[config.mk]
export PLATFORM = sky130hd
export DESIGN_NAME = ic_capture_chan
export DESIGN_NICKNAME = d
export VERILOG_FILES = /design/src/rtl/ic_pkg.sv /design/src/rtl/ic_phase_gen.sv /design/src/rtl/ic_in_sync.sv /design/src/rtl/ic_edge_sampler.sv /design/src/rtl/ic_event_ctrl.sv /design/src/rtl/ic_timebase.sv /design/src/rtl/ic_capture_chan.sv
export SDC_FILE = /design/constraint.sdc
export NUM_CORES = 1
export LEC_CHECK = 0
export CAP_MARGIN = 20
export CORE_ASPECT_RATIO = 1.4
export CORE_UTILIZATION = 25
export DETAILED_ROUTE_END_ITERATION = 12
export PLACE_DENSITY = 0.44
export RECOVER_POWER = 50
export SYNTH_ARGS = -nofsm -noshare
export SYNTH_HDL_FRONTEND = slang
export SYNTH_SLANG_ARGS = --single-unit
export TNS_END_PERCENT = 20
[constraint.sdc]
create_clock -name clk -period 2.5 [get_ports clk]
set_input_delay 0.5 -clock clk [delete_from_list [all_inputs] [get_ports clk]]
set_output_delay 0.5 -clock clk [all_outputs]
set_load 0.005 [all_outputs]
[src/rtl/ic_pkg.sv]
package ic_pkg;

   typedef enum logic [2:0] {
      GRP_OFF,
      GRP_EDGE,
      GRP_PERIOD,
      GRP_PULSE,
      GRP_STATE,
      GRP_SPECIAL
   } grp_e;

   typedef enum logic [1:0] {
      PRE_NONE,
      PRE_A,
      PRE_B
   } presc_e;

   typedef struct packed {
      grp_e   grp;
      logic   use_fall;   // acting edge is falling (or start edge for pulse width)
      presc_e presc;
   } mode_dec_t;

   function automatic mode_dec_t decode_mode(input logic [3:0] m);
      mode_dec_t d;
      d = '{grp: GRP_OFF, use_fall: 1'b0, presc: PRE_NONE};
      unique case (m)
         4'b0001: d.grp = GRP_EDGE;
         4'b0010: begin d.grp = GRP_EDGE; d.use_fall = 1'b1; end
         4'b0011: begin d.grp = GRP_EDGE; d.presc = PRE_A; end
         4'b0100: begin d.grp = GRP_EDGE; d.presc = PRE_B; end
         4'b0101: d.grp = GRP_PERIOD;
         4'b0110: d.grp = GRP_PULSE;
         4'b0111: begin d.grp = GRP_PULSE; d.use_fall = 1'b1; end
         4'b1000: d.grp = GRP_STATE;
         4'b1110: d.grp = GRP_SPECIAL;
         4'b1111: begin d.grp = GRP_SPECIAL; d.use_fall = 1'b1; end
         default: d.grp = GRP_OFF;
      endcase
      return d;
   endfunction

endpackage

[src/rtl/ic_phase_gen.sv]
module ic_phase_gen (
   input  logic       clk,
   input  logic       rst_n,
   output logic [1:0] phase_o,
   output logic       st_sample_o,  // edge entering phase 2
   output logic       st_act_o,     // edge entering phase 4
   output logic       st_wrap_o     // edge entering phase 1
);

   logic [1:0] ph_q;

   always_ff @(posedge clk or negedge rst_n) begin
      if (!rst_n) ph_q <= 2'd0;
      else        ph_q <= ph_q + 2'd1;
   end

   assign phase_o     = ph_q;
   assign st_sample_o = (ph_q == 2'd0);
   assign st_act_o    = (ph_q == 2'd2);
   assign st_wrap_o   = (ph_q == 2'd3);

endmodule

[src/rtl/ic_in_sync.sv]
module ic_in_sync #(
   parameter int STAGES = 2
) (
   input  logic clk,
   input  logic rst_n,
   input  logic d_i,
   output logic q_o
);

   generate
      if (STAGES == 0) begin : g_bypass
         assign q_o = d_i;
      end else begin : g_chain
         logic [STAGES-1:0] chain_q;
         always_ff @(posedge clk or negedge rst_n) begin
            if (!rst_n) chain_q <= '0;
            else        chain_q <= {chain_q[STAGES-2 >= 0 ? STAGES-2 : 0 : 0], d_i} & {STAGES{1'b1}};
         end
         assign q_o = chain_q[STAGES-1];
      end
   endgenerate

endmodule

[src/rtl/ic_edge_sampler.sv]
module ic_edge_sampler (
   input  logic clk,
   input  logic rst_n,
   input  logic sample_i,
   input  logic pin_i,
   output logic rise_o,
   output logic fall_o
);

   logic smp_q;
   logic vld_q;

   always_ff @(posedge clk or negedge rst_n) begin
      if (!rst_n) begin
         smp_q  <= 1'b0;
         vld_q  <= 1'b0;
         rise_o <= 1'b0;
         fall_o <= 1'b0;
      end else if (sample_i) begin
         smp_q  <= pin_i;
         vld_q  <= 1'b1;
         rise_o <= vld_q &  pin_i & ~smp_q;
         fall_o <= vld_q & ~pin_i &  smp_q;
      end
   end

endmodule

[src/rtl/ic_event_ctrl.sv]
module ic_event_ctrl #(
   parameter int EVERY_A = 4,
   parameter int EVERY_B = 16
) (
   input  logic       clk,
   input  logic       rst_n,
   input  logic [3:0] mode_i,
   input  logic       ren_i,
   input  logic       act_i,
   input  logic       rise_i,
   input  logic       fall_i,
   output logic       do_cap_o,
   output logic       do_clr_o,
   output logic       do_flag_o,
   output logic       do_trig_o
);

   import ic_pkg::*;

   localparam int CNT_W = $clog2(EVERY_B);
   localparam logic [CNT_W-1:0] LIM_A = CNT_W'(EVERY_A - 1);
   localparam logic [CNT_W-1:0] LIM_B = CNT_W'(EVERY_B - 1);

   mode_dec_t        dec;
   logic [3:0]       mode_q;
   logic [CNT_W-1:0] cnt_q;
   logic             armed_q;
   logic             sel_edge;
   logic             opp_edge;
   logic             presc_hit;
   logic             mode_chg;

   always_comb begin
      dec       = decode_mode(mode_i);
      mode_chg  = (mode_i != mode_q);
      sel_edge  = dec.use_fall ? fall_i : rise_i;
      opp_edge  = dec.use_fall ? rise_i : fall_i;
      unique case (dec.presc)
         PRE_A:   presc_hit = (cnt_q == LIM_A);
         PRE_B:   presc_hit = (cnt_q == LIM_B);
         default: presc_hit = 1'b1;
      endcase
      do_cap_o  = 1'b0;
      do_clr_o  = 1'b0;
      do_flag_o = 1'b0;
      do_trig_o = 1'b0;
      if (act_i) begin
         unique case (dec.grp)
            GRP_EDGE, GRP_PERIOD: begin
               do_cap_o  = sel_edge & presc_hit;
               do_flag_o = do_cap_o;
               do_clr_o  = do_cap_o & ren_i;
            end
            GRP_PULSE: begin
               do_clr_o  = sel_edge;
               do_cap_o  = opp_edge & armed_q;
               do_flag_o = do_cap_o;
            end
            GRP_STATE: begin
               do_cap_o  = rise_i | fall_i;
               do_flag_o = do_cap_o;
               do_clr_o  = do_cap_o & ren_i;
            end
            GRP_SPECIAL: begin
               do_cap_o  = sel_edge;
               do_trig_o = sel_edge;
            end
            default: ;
         endcase
      end
   end

   always_ff @(posedge clk or negedge rst_n) begin
      if (!rst_n) begin
         mode_q  <= 4'd0;
         cnt_q   <= '0;
         armed_q <= 1'b0;
      end else begin
         mode_q <= mode_i;
         if (mode_chg) begin
            cnt_q   <= '0;
            armed_q <= 1'b0;
         end else if (act_i) begin
            if (dec.grp == GRP_EDGE && dec.presc != PRE_NONE && sel_edge)
               cnt_q <= presc_hit ? '0 : cnt_q + 1'b1;
            if (dec.grp == GRP_PULSE) begin
               if (sel_edge)      armed_q <= 1'b1;
               else if (do_cap_o) armed_q <= 1'b0;
            end
         end
      end
   end

endmodule

[src/rtl/ic_timebase.sv]
module ic_timebase #(
   parameter int TMR_W = 16
) (
   input  logic             clk,
   input  logic             rst_n,
   input  logic             inc_i,
   input  logic             clr_i,
   output logic [TMR_W-1:0] tmr_o
);

   always_ff @(posedge clk or negedge rst_n) begin
      if (!rst_n)     tmr_o <= '0;
      else if (clr_i) tmr_o <= '0;
      else if (inc_i) tmr_o <= tmr_o + 1'b1;
   end

endmodule

[src/rtl/ic_capture_chan.sv]
module ic_capture_chan #(
   parameter int TMR_W   = 16,
   parameter int EVERY_A = 4,
   parameter int EVERY_B = 16,
   parameter int IN_SYNC = 2
) (
   input  logic             clk,
   input  logic             rst_n,
   input  logic [3:0]       mode_i,
   input  logic             ren_i,
   input  logic             tmr_en_i,
   input  logic             cap_i,
   input  logic             flag_clr_i,
   output logic [TMR_W-1:0] tmr_o,
   output logic [TMR_W-1:0] cap_buf_o,
   output logic             cap_flag_o,
   output logic             trig_o,
   output logic [1:0]       phase_o
);

   generate
      if (TMR_W < 4 || TMR_W > 32) begin : g_bad_w
         $error("TMR_W must lie in 4..32");
      end
      if (EVERY_A < 2 || (EVERY_A & (EVERY_A - 1)) != 0) begin : g_bad_a
         $error("EVERY_A must be a power of two, at least 2");
      end
      if (EVERY_B <= EVERY_A || (EVERY_B & (EVERY_B - 1)) != 0) begin : g_bad_b
         $error("EVERY_B must be a power of two above EVERY_A");
      end
      if (IN_SYNC < 0 || IN_SYNC > 4) begin : g_bad_s
         $error("IN_SYNC must lie in 0..4");
      end
   endgenerate

   logic st_sample, st_act, st_wrap;
   logic pin_s;
   logic rise, fall;
   logic do_cap, do_clr, do_flag, do_trig;
   logic trig_q;

   ic_phase_gen u_phase (
      .clk         (clk),
      .rst_n       (rst_n),
      .phase_o     (phase_o),
      .st_sample_o (st_sample),
      .st_act_o    (st_act),
      .st_wrap_o   (st_wrap)
   );

   ic_in_sync #(.STAGES(IN_SYNC)) u_sync (
      .clk   (clk),
      .rst_n (rst_n),
      .d_i   (cap_i),
      .q_o   (pin_s)
   );

   ic_edge_sampler u_smp (
      .clk      (clk),
      .rst_n    (rst_n),
      .sample_i (st_sample),
      .pin_i    (pin_s),
      .rise_o   (rise),
      .fall_o   (fall)
   );

   ic_event_ctrl #(.EVERY_A(EVERY_A), .EVERY_B(EVERY_B)) u_evt (
      .clk       (clk),
      .rst_n     (rst_n),
      .mode_i    (mode_i),
      .ren_i     (ren_i),
      .act_i     (st_act),
      .rise_i    (rise),
      .fall_i    (fall),
      .do_cap_o  (do_cap),
      .do_clr_o  (do_clr),
      .do_flag_o (do_flag),
      .do_trig_o (do_trig)
   );

   ic_timebase #(.TMR_W(TMR_W)) u_tmr (
      .clk   (clk),
      .rst_n (rst_n),
      .inc_i (tmr_en_i),
      .clr_i (do_clr | (trig_q & st_wrap)),
      .tmr_o (tmr_o)
   );

   always_ff @(posedge clk or negedge rst_n) begin
      if (!rst_n) begin
         cap_buf_o  <= '0;
         cap_flag_o <= 1'b0;
         trig_q     <= 1'b0;
      end else begin
         trig_q <= do_trig;
         if (do_cap) cap_buf_o <= tmr_o;
         if (do_flag)         cap_flag_o <= 1'b1;
         else if (flag_clr_i) cap_flag_o <= 1'b0;
      end
   end

   assign trig_o = trig_q;

endmodule

==> results of run 1 <==
## power by group through the flow
stage          registers [W]  logic [W]  clock network (W)
2_1_floorplan        0.00102   0.000203                  0
3_3_place_gp         0.00104   0.000456                  0
3_5_place_dp         0.00104   0.000456                  0
4_1_cts              0.00103   0.000464           0.000787
5_1_grt              0.00104   0.000498           0.000820
6_report             0.00102   0.000456           0.000768
## worst paths after layout
check                                                    startpoint                                  end  depth (start not counted)  slack, ns
worst max-delay path                                      mode_i[0]             cap_buf_o[6]$_DFFE_PN0P_                         11       0.02
worst min-delay path                                          rst_n            u_evt.mode_q[0]$_DFF_PN0_                          1       0.21
worst max register to register           u_evt.cnt_q[2]$_DFFE_PN0P_            cap_buf_o[12]$_DFFE_PN0P_                          7       0.51
worst min register to register  u_sync.g_chain.chain_q[0]$_DFF_PN0_  u_sync.g_chain.chain_q[1]$_DFF_PN0_                          0       0.35
max in group asynchronous                                     rst_n           u_evt.cnt_q[0]$_DFFE_PN0P_                          2       1.62
min in group clk                u_sync.g_chain.chain_q[0]$_DFF_PN0_  u_sync.g_chain.chain_q[1]$_DFF_PN0_                          0       0.35
## cell type report
type / instances / area, µm²
Clock buffer: 6 / 129
Clock inverter: 1 / 30.0
Fill cell: 981 / 6290
Inverter: 15 / 56.3
Multi-Input combinational cell: 154 / 1260
Sequential cell: 51 / 1280
Tap cell: 135 / 169
Timing Repair Buffer: 77 / 738
## registers in the layout, summed over array words and instances, names as in the netlist
signal	flops
u_evt.armed_q	1
u_phase.phase_o	2
u_sync.g_chain.chain_q	2
u_smp.rise_o	1
u_tmr.tmr_o	16
u_smp.vld_q	1
u_evt.mode_q	4
cap_buf_o	16
u_evt.cnt_q	4
u_smp.smp_q	1
cap_flag_o	1
trig_o	1
u_smp.fall_o	1
## metal layers
| layer | GRT usage | vias up | wire, µm |
|---|---|---|---|
| met5 | 0 | - | 0 |
| met4 | 0.0441 | 0 | 120 |
| met1 | 0.154 | 907 | 2870 |
| li1 | - | 946 | - |
| met2 | 0.217 | 38 | 2970 |
| met3 | 0.0183 | 8 | 176 |
## worst max-delay path: stages
cell                        delay [ns]
sky130_fd_sc_hd__buf_8            0.08
sky130_fd_sc_hd__nand2_4          0.04
sky130_fd_sc_hd__or3_4            0.40
sky130_fd_sc_hd__ha_4             0.19
sky130_fd_sc_hd__and2_4           0.13
sky130_fd_sc_hd__a211o_1          0.28
sky130_fd_sc_hd__a221oi_2         0.22
sky130_fd_sc_hd__o21a_2           0.18
sky130_fd_sc_hd__o221ai_4         0.13
sky130_fd_sc_hd__clkbuf_16        0.21
sky130_fd_sc_hd__mux2_4           0.29
## per-stage QoR
step           setup TNS, ns  instance area, µm²  hold slack (ns)
6_report                   0                3660            0.206
5_1_grt               -0.979                3660            0.258
4_1_cts              -0.0574                3660            0.235
3_5_place_dp          -25.19                3440            0.335
3_3_place_gp          -25.15                3440            0.338
2_1_floorplan          -3.59                2660            0.204
## timing repair
item,in CTS,in global routing
setup endpoints to repair,38,17
gates resized for setup,30,2
cloned,1,0
pin swaps,6,0
hold endpoints to repair,0,0
setup buffers,1,1
## logic make-up (layout without fill, tap and decap cells)
group,count (synthesis),after routing,synth area share
AOI/OAI and AO/OA,29,29,0.0950
buffers and inverters,22,99,0.0414
and+or+nand+nor,75,75,0.151
muxes,22,22,0.109
xor gates and xnor gates,20,20,0.0682
adders and majority gates,8,8,0.0390
DFF,51,51,0.497
## synth_stat cells, types with 5 or more instances
master,number
sky130_fd_sc_hd__dfrtp_1,51
sky130_fd_sc_hd__nor2_1,24
sky130_fd_sc_hd__inv_1,15
sky130_fd_sc_hd__nand2_1,13
sky130_fd_sc_hd__xnor2_1,11
sky130_fd_sc_hd__mux2_4,10
sky130_fd_sc_hd__xor2_1,9
sky130_fd_sc_hd__ha_1,8
sky130_fd_sc_hd__nand3_1,8
sky130_fd_sc_hd__and3_1,7
sky130_fd_sc_hd__mux2_2,7
sky130_fd_sc_hd__o21ai_0,7
sky130_fd_sc_hd__mux2i_1,5
sky130_fd_sc_hd__nand4_1,5
==> metrics.csv, run 1 <==
metric;value;unit
status;completed;
maximum level of the CTS H-tree;2;
Clock power frac;0.342;
net switching share of the total power;0.258;
Worst Slack Setup Final;0.0215;ns
Post-CTS Hold Fix Bufs;0;
total power;0.00225;W
nature of the critical path endpoint;flip-flop;
path category of the worst min-delay check;in -> async;
worst slew margin relative to its limit;0.610;
mean routed wirelength per cell;14.0;µm
die outline width;87.7;µm
detailed-router iteration count before antenna repair;4;
static leakage;1.65;nW
HPWL reported at the end of detailed placement;4380;µm
initial antenna violation count;0;
CP Class;in -> reg;
library cell occupying the most area in the post-synthesis netlist;sky130_fd_sc_hd__dfrtp_1;
number of vias after detailed routing;1899;
number of sinks on the clock net;51;
unrepaired setup endpoints after global routing;yes;
data required time of the worst path;2.68;ns
post-placement worst setup slack;-0.775;ns
highest-count cells in the layout ignoring fill and taps;51 x sky130_fd_sc_hd__dfrtp_1, 40 x sky130_fd_sc_hd__clkdlybuf4s50_1, 26 x sky130_fd_sc_hd__buf_4;
maximum number of pins on one net before global-route repair;25;
total of max-cap violations;0;
vias per cell;4.33;
Syn Nets;245;
Tot GR Track Use;0.124;
Cell variety after synth;46;
synthesis-stage register bit count;51;
setup clock skew after layout;0.00661;ns
mean cell area of the mapped netlist;11.3;µm²
most common cell after layout, fill and taps aside;sky130_fd_sc_hd__dfrtp_1;
highest clock rate;403;MHz
Post-DRT Antenna Nets;0;
end-of-flow core utilization;0.368;
ys flop type;sky130_fd_sc_hd__dfrtp_1;
number of antenna repair diodes;0;
count of non-filler cells in the finished layout;439;
drc violations;0;
total internal power;0.00167;W
minimum clock period;2.48;ns
post-synthesis cell area;2570;µm²
FFs w/ async S/R, synth;1.00;
area of the die;10700;µm²
number of placement rows;43;
Setup crit start kind;input port;
clock-pin transition on the worst setup and hold timing paths;0.07;ns
overall overflow remaining after global route;0;
initial cell density of the core;0.258;
largest driver fanout on the critical path;8;
vertical die dimension;122;µm
share of the synthesized area in the top cell type;0.497;
initial DRC count;53;
source-to-sink clock delay at the later pin of the worst-skew pair;0.29;ns
Worst EP arrival;2.66;ns
power spent charging and discharging nets;0.000581;W
wire length of the first global-routing pass;10200;µm
main area contributors after synthesis;sky130_fd_sc_hd__dfrtp_1 50%, sky130_fd_sc_hd__mux2_4 5.8%, sky130_fd_sc_hd__ha_1 3.9%;
count of final hold-check violations;0;
final estimated routing congestion in global placement;0.710;
peak supply drop;0.313;mV
Inst Count DP;429;
Net count, final;322;
layout overhead on the synthesized area;42.6;%
Logic pwr share;0.203;
proportion of layout cells with a drive suffix above 1;0.257;
CTS max path bufs;2;
clock tree from TritonCTS;yes;
CTS Root Buffer Type;sky130_fd_sc_hd__clkbuf_16;
power per cell area;613;nW/µm²
final worst path period share;0.991;
Placeable Area;9950;µm²
post-synthesis sequential area ratio;0.497;
Post-Route WL;6130;µm
number of global-route vias before repair;2058;
final setup vio count;0;
number of CTS-inserted buffers;5;
Reg power frac;0.456;
PortBufs;45;
measured slew at the worst slew-check pin;0.585;ns
number of warning messages in the yosys log;0;
synthesized instance count;227;
number of ports placed on the die boundary;46;
number of pins exceeding their max-slew limit in the final report;0;
count of flip-flops with a built-in enable after synthesis;0;
No activity file was read; power rests on OpenSTA's default activity.
==> run 2, diff against run 1 <==
--- a/config.mk
+++ b/config.mk
@@ -6,10 +6,12 @@
 export NUM_CORES = 1
 export LEC_CHECK = 0
 export CAP_MARGIN = 20
+export CELL_PAD_IN_SITES_DETAIL_PLACEMENT = 0
+export CELL_PAD_IN_SITES_GLOBAL_PLACEMENT = 1
 export CORE_ASPECT_RATIO = 1.4
 export CORE_UTILIZATION = 25
 export DETAILED_ROUTE_END_ITERATION = 12
-export PLACE_DENSITY = 0.44
+export PLACE_DENSITY = 0.53
 export RECOVER_POWER = 50
 export SYNTH_ARGS = -nofsm -noshare
 export SYNTH_HDL_FRONTEND = slang
==> metrics.csv, run 2 (synthesized netlist as in run 1, its figures left out) <==
metric;value;unit;change
reg-to-reg slack, setup;0.51;ns;about the same
Post-Route WL;6070;µm;-1.0%
peak supply drop;0.291;mV;-7.0%
layout overhead on the synthesized area;42.0;%;
clock-pin transition on the worst setup and hold timing paths;0.06;ns;about the same
final estimated routing congestion in global placement;0.766;;+8.0%
CP Class;in -> reg;;
power per cell area;603;nW/µm²;-1.6%
CTS Root Buffer Type;sky130_fd_sc_hd__clkbuf_16;;
number of global-route vias before repair;1966;;-4.5%
final worst path period share;0.999;;+0.00756
Placeable Area;9950;µm²;unchanged
final setup vio count;0;;unchanged
setup clock skew after layout;0.00434;ns;-0.00227 ns
fill count;1015;;+3.5%
die outline width;87.7;µm;unchanged
Register-to-Register Path Depth;7;;unchanged
clock tree from TritonCTS;yes;;
proportion of layout cells with a drive suffix above 1;0.257;;unchanged
Post-DRT Antenna Nets;0;;unchanged
PortBufs;45;;unchanged
minimum clock period;2.50;ns;+0.0189 ns
number of ports placed on the die boundary;46;;unchanged
measured slew at the worst slew-check pin;0.657;ns;+0.0720 ns
vias per cell;4.33;;+0.16%
vertical die dimension;122;µm;unchanged
mean routed wirelength per cell;13.8;µm;-1.0%
largest registers;cap_buf_o: 16 flops, u_tmr.tmr_o: 16 flops;;
number of CTS-inserted buffers;5;;unchanged
drc violations;0;;unchanged
area of the die;10700;µm²;unchanged
number of vias after detailed routing;1902;;+0.16%
most common cell after layout, fill and taps aside;sky130_fd_sc_hd__dfrtp_1;;
Critical Path, Cell by Cell;buf_8 -> nand2_4 -> or3_4 -> ha_4 -> and2_4 -> a211o_1 -> a221oi_2 -> o21a_2 -> o221ai_4 -> buf_12 -> mux2_4;;
nature of the critical path endpoint;flip-flop;;
count of final hold-check violations;0;;unchanged
source-to-sink clock delay at the later pin of the worst-skew pair;0.29;ns;about the same
post-placement worst setup slack;-0.749;ns;+0.0253 ns
path category of the worst min-delay check;in -> async;;
Setup crit start kind;input port;;
cell family with most CP delay;compound AO/OA/AOI/OAI gates;;
static leakage;1.64;nW;-0.63%
maximum level of the CTS H-tree;2;;unchanged
Tot GR Track Use;0.126;;+0.00196
total power;0.00220;W;-2.1%
total number of cells along the worst setup path;11;;unchanged
number of antenna repair diodes;0;;unchanged
Worst Slack Setup Final;0.00259;ns;-0.0189 ns
highest clock rate;400;MHz;-0.76%
detailed-router iteration count before antenna repair;4;;unchanged
unrepaired setup endpoints after global routing;yes;;
total of max-cap violations;0;;unchanged
Buffers & Inverters on Critical Path;2;;unchanged
data required time of the worst path;2.68;ns;about the same
number of pins exceeding their max-slew limit in the final report;0;;unchanged
initial antenna violation count;0;;unchanged
maximum number of pins on one net before global-route repair;52;;+110%
overall overflow remaining after global route;0;;unchanged
worst slew margin relative to its limit;0.562;;-0.0480
number of placement rows;43;;unchanged
largest driver fanout on the critical path;8;;unchanged
CTS max path bufs;2;;unchanged
highest-count cells in the layout ignoring fill and taps;51 x sky130_fd_sc_hd__dfrtp_1, 40 x sky130_fd_sc_hd__clkdlybuf4s50_1, 28 x sky130_fd_sc_hd__buf_4;;
number of sinks on the clock net;51;;unchanged
Post-CTS Hold Fix Bufs;0;;unchanged
HPWL reported at the end of detailed placement;4320;µm;-1.3%
status;completed;;
initial cell density of the core;0.258;;unchanged
initial DRC count;52;;-1.9%
Net count, final;321;;-0.31%
wire length of the first global-routing pass;10100;µm;-0.75%
largest stage delay on the critical path;0.42;ns;+0.02 ns
slowest CP cell;sky130_fd_sc_hd__or3_4;;
Worst EP arrival;2.67;ns;about the same
==> run 2: worst register-to-register path: cells and delay by family (launching register included) <==
kind	cells	cell delay, ns
muxes	1	0.29
AOI/OAI and AO/OA	3	0.55
DFF	1	0.34
and+or+nand+nor	1	0.39
buffers and inverters	2	0.30
==> run 2: cell type report <==
class,count,area [µm²],area share
multi-input cells,154,1260,0.345
flip-flops and latches,51,1280,0.350
repair buffers,76,729,0.200
well taps,135,169,0.0463
inverters,15,56.3,0.0154
clock buffers,8,156,0.0429
==> run 2: path summary, 6_finish.rpt <==
| path | start | endpoint |
|---|---|---|
| min reg2reg | u_sync.g_chain.chain_q[0]$_DFF_PN0_ | u_sync.g_chain.chain_q[1]$_DFF_PN0_ |
| max | mode_i[0] | cap_buf_o[4]$_DFFE_PN0P_ |
| min in group clk | u_sync.g_chain.chain_q[0]$_DFF_PN0_ | u_sync.g_chain.chain_q[1]$_DFF_PN0_ |
| max in group asynchronous | rst_n | trig_o$_DFF_PN0_ |
| max reg2reg | u_smp.rise_o$_DFFE_PN0N_ | cap_buf_o[4]$_DFFE_PN0P_ |
| min | rst_n | u_evt.cnt_q[2]$_DFFE_PN0P_ |
==> run 2: through the flow <==
stage          area (µm²)  hold slack [ns]  std cells  utilization  TNS, ns
2_1_floorplan        2660            0.204        227            -    -3.59
3_3_place_gp         3430            0.336        427        0.344   -25.91
3_5_place_dp         3430            0.339        427        0.344   -24.84
4_1_cts              3630            0.354        438        0.365        0
5_1_grt              3650            0.366        439        0.366   -0.771
6_report             3650            0.322        439        0.366        0
==> run 2: report_power, final <==
| part | switching (W) | internal, W | leakage [nW] |
|---|---|---|---|
| clock | 0.000297 | 0.000427 | 0.0772 |
| sequential | 0.000110 | 0.000913 | 0.671 |
| combinational | 0.000169 | 0.000285 | 0.887 |
==> run 2: layer usage <==
layer | wire length (µm) | vias up | share of wire | track usage
met3 | 212 | 8 | 0.035 | 0.0264
li1 | - | 937 | - | -
met1 | 2640 | 920 | 0.44 | 0.153
met4 | 121 | 0 | 0.020 | 0.0482
met2 | 3090 | 37 | 0.51 | 0.217
met5 | 0 | - | 0 | 0
==> run 2: what timing repair did <==
action,in CTS,in global routing
setup endpoints to repair,38,19
pin swaps,6,6
endpoints found under the hold margin,0,0
setup buffers,2,1
gates cloned,1,0
resized for setup,23,2
==> run 3, diff against run 2 <==
--- a/config.mk
+++ b/config.mk
@@ -5,13 +5,14 @@
 export SDC_FILE = /design/constraint.sdc
 export NUM_CORES = 1
 export LEC_CHECK = 0
+export ABC_AREA = 1
 export CAP_MARGIN = 20
 export CELL_PAD_IN_SITES_DETAIL_PLACEMENT = 0
 export CELL_PAD_IN_SITES_GLOBAL_PLACEMENT = 1
 export CORE_ASPECT_RATIO = 1.4
 export CORE_UTILIZATION = 25
 export DETAILED_ROUTE_END_ITERATION = 12
-export PLACE_DENSITY = 0.53
+export PLACE_DENSITY = 0.55
 export RECOVER_POWER = 50
 export SYNTH_ARGS = -nofsm -noshare
 export SYNTH_HDL_FRONTEND = slang
==> metrics.csv, run 3 <==
metric;value;unit;change
mean routed wirelength per cell;12.4;µm;-11%
ys flop type;sky130_fd_sc_hd__dfrtp_1;;
area of the die;10600;µm²;-0.96%
Syn Nets;310;;+27%
number of ports placed on the die boundary;46;;unchanged
multiplexer share of the synthesized area;0.00394;;-0.105
Post-DRT Antenna Nets;0;;unchanged
Placeable Area;9900;µm²;-0.54%
Tot GR Track Use;0.131;;+0.00502
peak supply drop;0.421;mV;+45%
complex-gate fraction of the synthesized area;0.0576;;-0.0374
FFs w/ async S/R, synth;1.00;;unchanged
nature of the critical path endpoint;flip-flop;;
source-to-sink clock delay at the later pin of the worst-skew pair;0.29;ns;about the same
CP Class;in -> reg;;
multi-input gate area in the final layout;1110;µm²;-12%
number of pins exceeding their max-slew limit in the final report;0;;unchanged
number of CTS-inserted buffers;5;;unchanged
setup clock skew after layout;0.00430;ns;-0.0000482 ns
most common cell after layout, fill and taps aside;sky130_fd_sc_hd__nand2_1;;
post-synthesis share of cell area spent on xor and xnor gates;0.0654;;-0.00277
die outline width;87.3;µm;-0.48%
initial DRC count;60;;+15%
metal1 wirelength;2650;µm;+0.26%
measured slew at the worst slew-check pin;1.20;ns;+0.541 ns
highest-count cells in the layout ignoring fill and taps;77 x sky130_fd_sc_hd__nand2_1, 51 x sky130_fd_sc_hd__dfrtp_1, 33 x sky130_fd_sc_hd__clkdlybuf4s50_1;;
proportion of layout cells with a drive suffix above 1;0.179;;-0.0772
synthesized instance count;292;;+29%
total of max-cap violations;0;;unchanged
final instance area;3530;µm²;-3.2%
share of the synthesized area in the top cell type;0.502;;+0.00489
PortBufs;45;;unchanged
number of global-route vias before repair;2226;;+13%
number of placement rows;43;;unchanged
count of flip-flops with a built-in enable after synthesis;0;;unchanged
combinational family with the most area after synthesis;simple AND/OR/NAND/NOR gates;;
path category of the worst min-delay check;reg -> reg;;
number of sinks on the clock net;51;;unchanged
met2 WL;3270;µm;+5.8%
data required time of the worst path;2.68;ns;about the same
final estimated routing congestion in global placement;0.778;;+1.5%
Worst EP arrival;2.25;ns;-0.42 ns
worst slew margin relative to its limit;0.202;;-0.360
final setup vio count;0;;unchanged
largest driver fanout on the critical path;7;;-1
unrepaired setup endpoints after global routing;no;;
minimum clock period;2.06;ns;-0.434 ns
status;completed;;
main area contributors after synthesis;sky130_fd_sc_hd__dfrtp_1 50%, sky130_fd_sc_hd__nand2_1 11%, sky130_fd_sc_hd__xor2_1 5.9%;;
DR top layer;met4;;
most common library cells after synthesis;77 x sky130_fd_sc_hd__nand2_1, 51 x sky130_fd_sc_hd__dfrtp_1, 32 x sky130_fd_sc_hd__inv_1;;
area share of and/or/nand/nor cells after synthesis;0.260;;+0.109
fill count;1076;;+6.0%
layout overhead on the synthesized area;38.9;%;
mean cell area of the mapped netlist;8.71;µm²;-23%
HPWL reported at the end of detailed placement;4680;µm;+8.3%
clock tree from TritonCTS;yes;;
Post-Route WL;6220;µm;+2.4%
largest stage delay on the critical path;0.18;ns;-0.24 ns
number of vias after detailed routing;2100;;+10%
highest clock rate;485;MHz;+21%
synthesis-stage register bit count;51;;unchanged
Synth Area in Adders;0.0394;;+0.000383
Setup crit start kind;input port;;
static leakage;1.65;nW;+1.0%
placement-stage cell area;3340;µm²;-2.6%
Cell variety after synth;34;;-26%
maximum level of the CTS H-tree;2;;unchanged
CTS max path bufs;2;;unchanged
post-placement worst setup slack;-0.306;ns;+0.443 ns
slowest CP cell;sky130_fd_sc_hd__buf_4;;
initial antenna violation count;0;;unchanged
post-synthesis cell area;2540;µm²;-0.97%
Worst Slack Setup Final;0.437;ns;+0.434 ns
post-synthesis sequential area ratio;0.502;;+0.00489
CTS Root Buffer Type;sky130_fd_sc_hd__clkbuf_16;;
Post-CTS Hold Fix Bufs;0;;unchanged
initial cell density of the core;0.257;;-0.00113
minimum hold slack;0.355;ns;+0.0331 ns
maximum number of pins on one net before global-route repair;31;;-40%
Reg area;1280;µm²;unchanged
power per cell area;676;nW/µm²;+12%
wire length of the first global-routing pass;10600;µm;+5.1%
number of antenna repair diodes;0;;unchanged
vertical die dimension;121;µm;-0.48%
library cell occupying the most area in the post-synthesis netlist;sky130_fd_sc_hd__dfrtp_1;;
drc violations;0;;unchanged
final worst path period share;0.825;;-0.174
number of warning messages in the yosys log;0;;unchanged
detailed-router iteration count before antenna repair;4;;unchanged
Net count, final;385;;+20%
critical path launch point;mode_i[3];;
count of final hold-check violations;0;;unchanged
worst hold path startpoint;u_sync.g_chain.chain_q[0]$_DFF_PN0_;;
startpoint of the lowest-slack register-to-register path;u_evt.cnt_q[0]$_DFFE_PN0P_;;
total power;0.00239;W;+8.6%
largest registers;cap_buf_o: 16 flops, u_tmr.tmr_o: 16 flops;;
library cell with the highest instance count after synthesis;sky130_fd_sc_hd__nand2_1;;
Critical Path, Cell by Cell;dlymetal6s2s_1 -> inv_2 -> nand2_1 -> nor2_2 -> inv_1 -> ha_1 -> a21boi_1 -> nand2_2 -> inv_2 -> nor2_1 -> nand3_1 -> nand3_1 -> nand2_4 -> buf_4 -> nand2_1 -> o21ai_1;;
overall overflow remaining after global route;0;;unchanged
met3 wirelength from detailed routing;217;µm;+2.4%
clock-pin transition on the worst setup and hold timing paths;0.07;ns;about the same
end-of-flow core utilization;0.357;;-0.00964
vias per cell;4.17;;-3.6%
run 3: cell count changes after synthesis, sizes merged, moves of 4 or more:
| cell | change |
|---|---|
| nand2 | +70 |
| inv | +21 |
| mux2 | -17 |
| xnor2 | -9 |
| nand3 | +8 |
| nor2 | +8 |
| xor2 | +8 |
| and3 | -7 |
| o21ai | +7 |
| nor3 | +6 |
| and2 | -4 |
| mux2i | -4 |
run 3: area by class of cell:
type | count | share of cell area
clock buffer | 5 | 0.0354
clock inverter | 3 | 0.0191
inverter | 36 | 0.0390
multi-input combinational | 200 | 0.315
sequential | 51 | 0.361
tap | 135 | 0.0478
timing repair buffer | 73 | 0.182
run 3: where the power goes:
group          internal (W)  total, W  switching (W)
Combinational      0.000270  0.000471       0.000202
Sequential         0.000919   0.00102       0.000104
Clock              0.000574  0.000894       0.000320
run 3: what timing repair did:
item | 4_1_cts | 5_1_grt
setup endpoints to repair | 7 | 38
pin swaps | 0 | 2
cloned | 0 | 0
buffers inserted | 0 | 1
resized for setup | 1 | 15
run 3: cell families (layout without fill, tap and decap cells):
| logic type | after synthesis | count (layout) |
|---|---|---|
| adders and majority gates | 8 | 8 |
| and+or+nand+nor | 148 | 148 |
| DFF | 51 | 51 |
| xor gates and xnor gates | 19 | 19 |
| muxes | 1 | 1 |
| AOI/OAI and AO/OA | 24 | 24 |
| buffers and inverters | 41 | 117 |
run 3: worst max-delay path, delay by kind of cell:
family | cells | cell delay, ns
fa+ha+maj | 1 | 0.17
buf+inv | 5 | 0.54
compound gates | 2 | 0.19
simple gates | 8 | 0.85
run 3: worst paths after layout:
path / end / slack [ns] / cells after the start
setup / recovery: cap_buf_o[0]$_DFFE_PN0P_ / 0.44 / 16
hold / removal: u_sync.g_chain.chain_q[1]$_DFF_PN0_ / 0.36 / 0
setup reg to reg: cap_buf_o[0]$_DFFE_PN0P_ / 0.73 / 13
hold reg to reg: u_sync.g_chain.chain_q[1]$_DFF_PN0_ / 0.36 / 0
max in group asynchronous: u_evt.mode_q[2]$_DFF_PN0_ / 0.68 / 2
min in group asynchronous: cap_buf_o[11]$_DFFE_PN0P_ / 0.43 / 1
run 3: per-layer routing:
layer / up-vias / track usage
met2: 34 / 0.238
met4: 0 / 0.0369
met3: 5 / 0.0272
met1: 996 / 0.154
met5: - / 0
li1: 1065 / -
run 3: through the flow:
stage	std cells	setup TNS [ns]
after floorplan	292	0
after global placement	494	-8.57
after detailed placement	494	-10.17
after CTS	502	-0.0281
after global routing	503	0
final	503	0
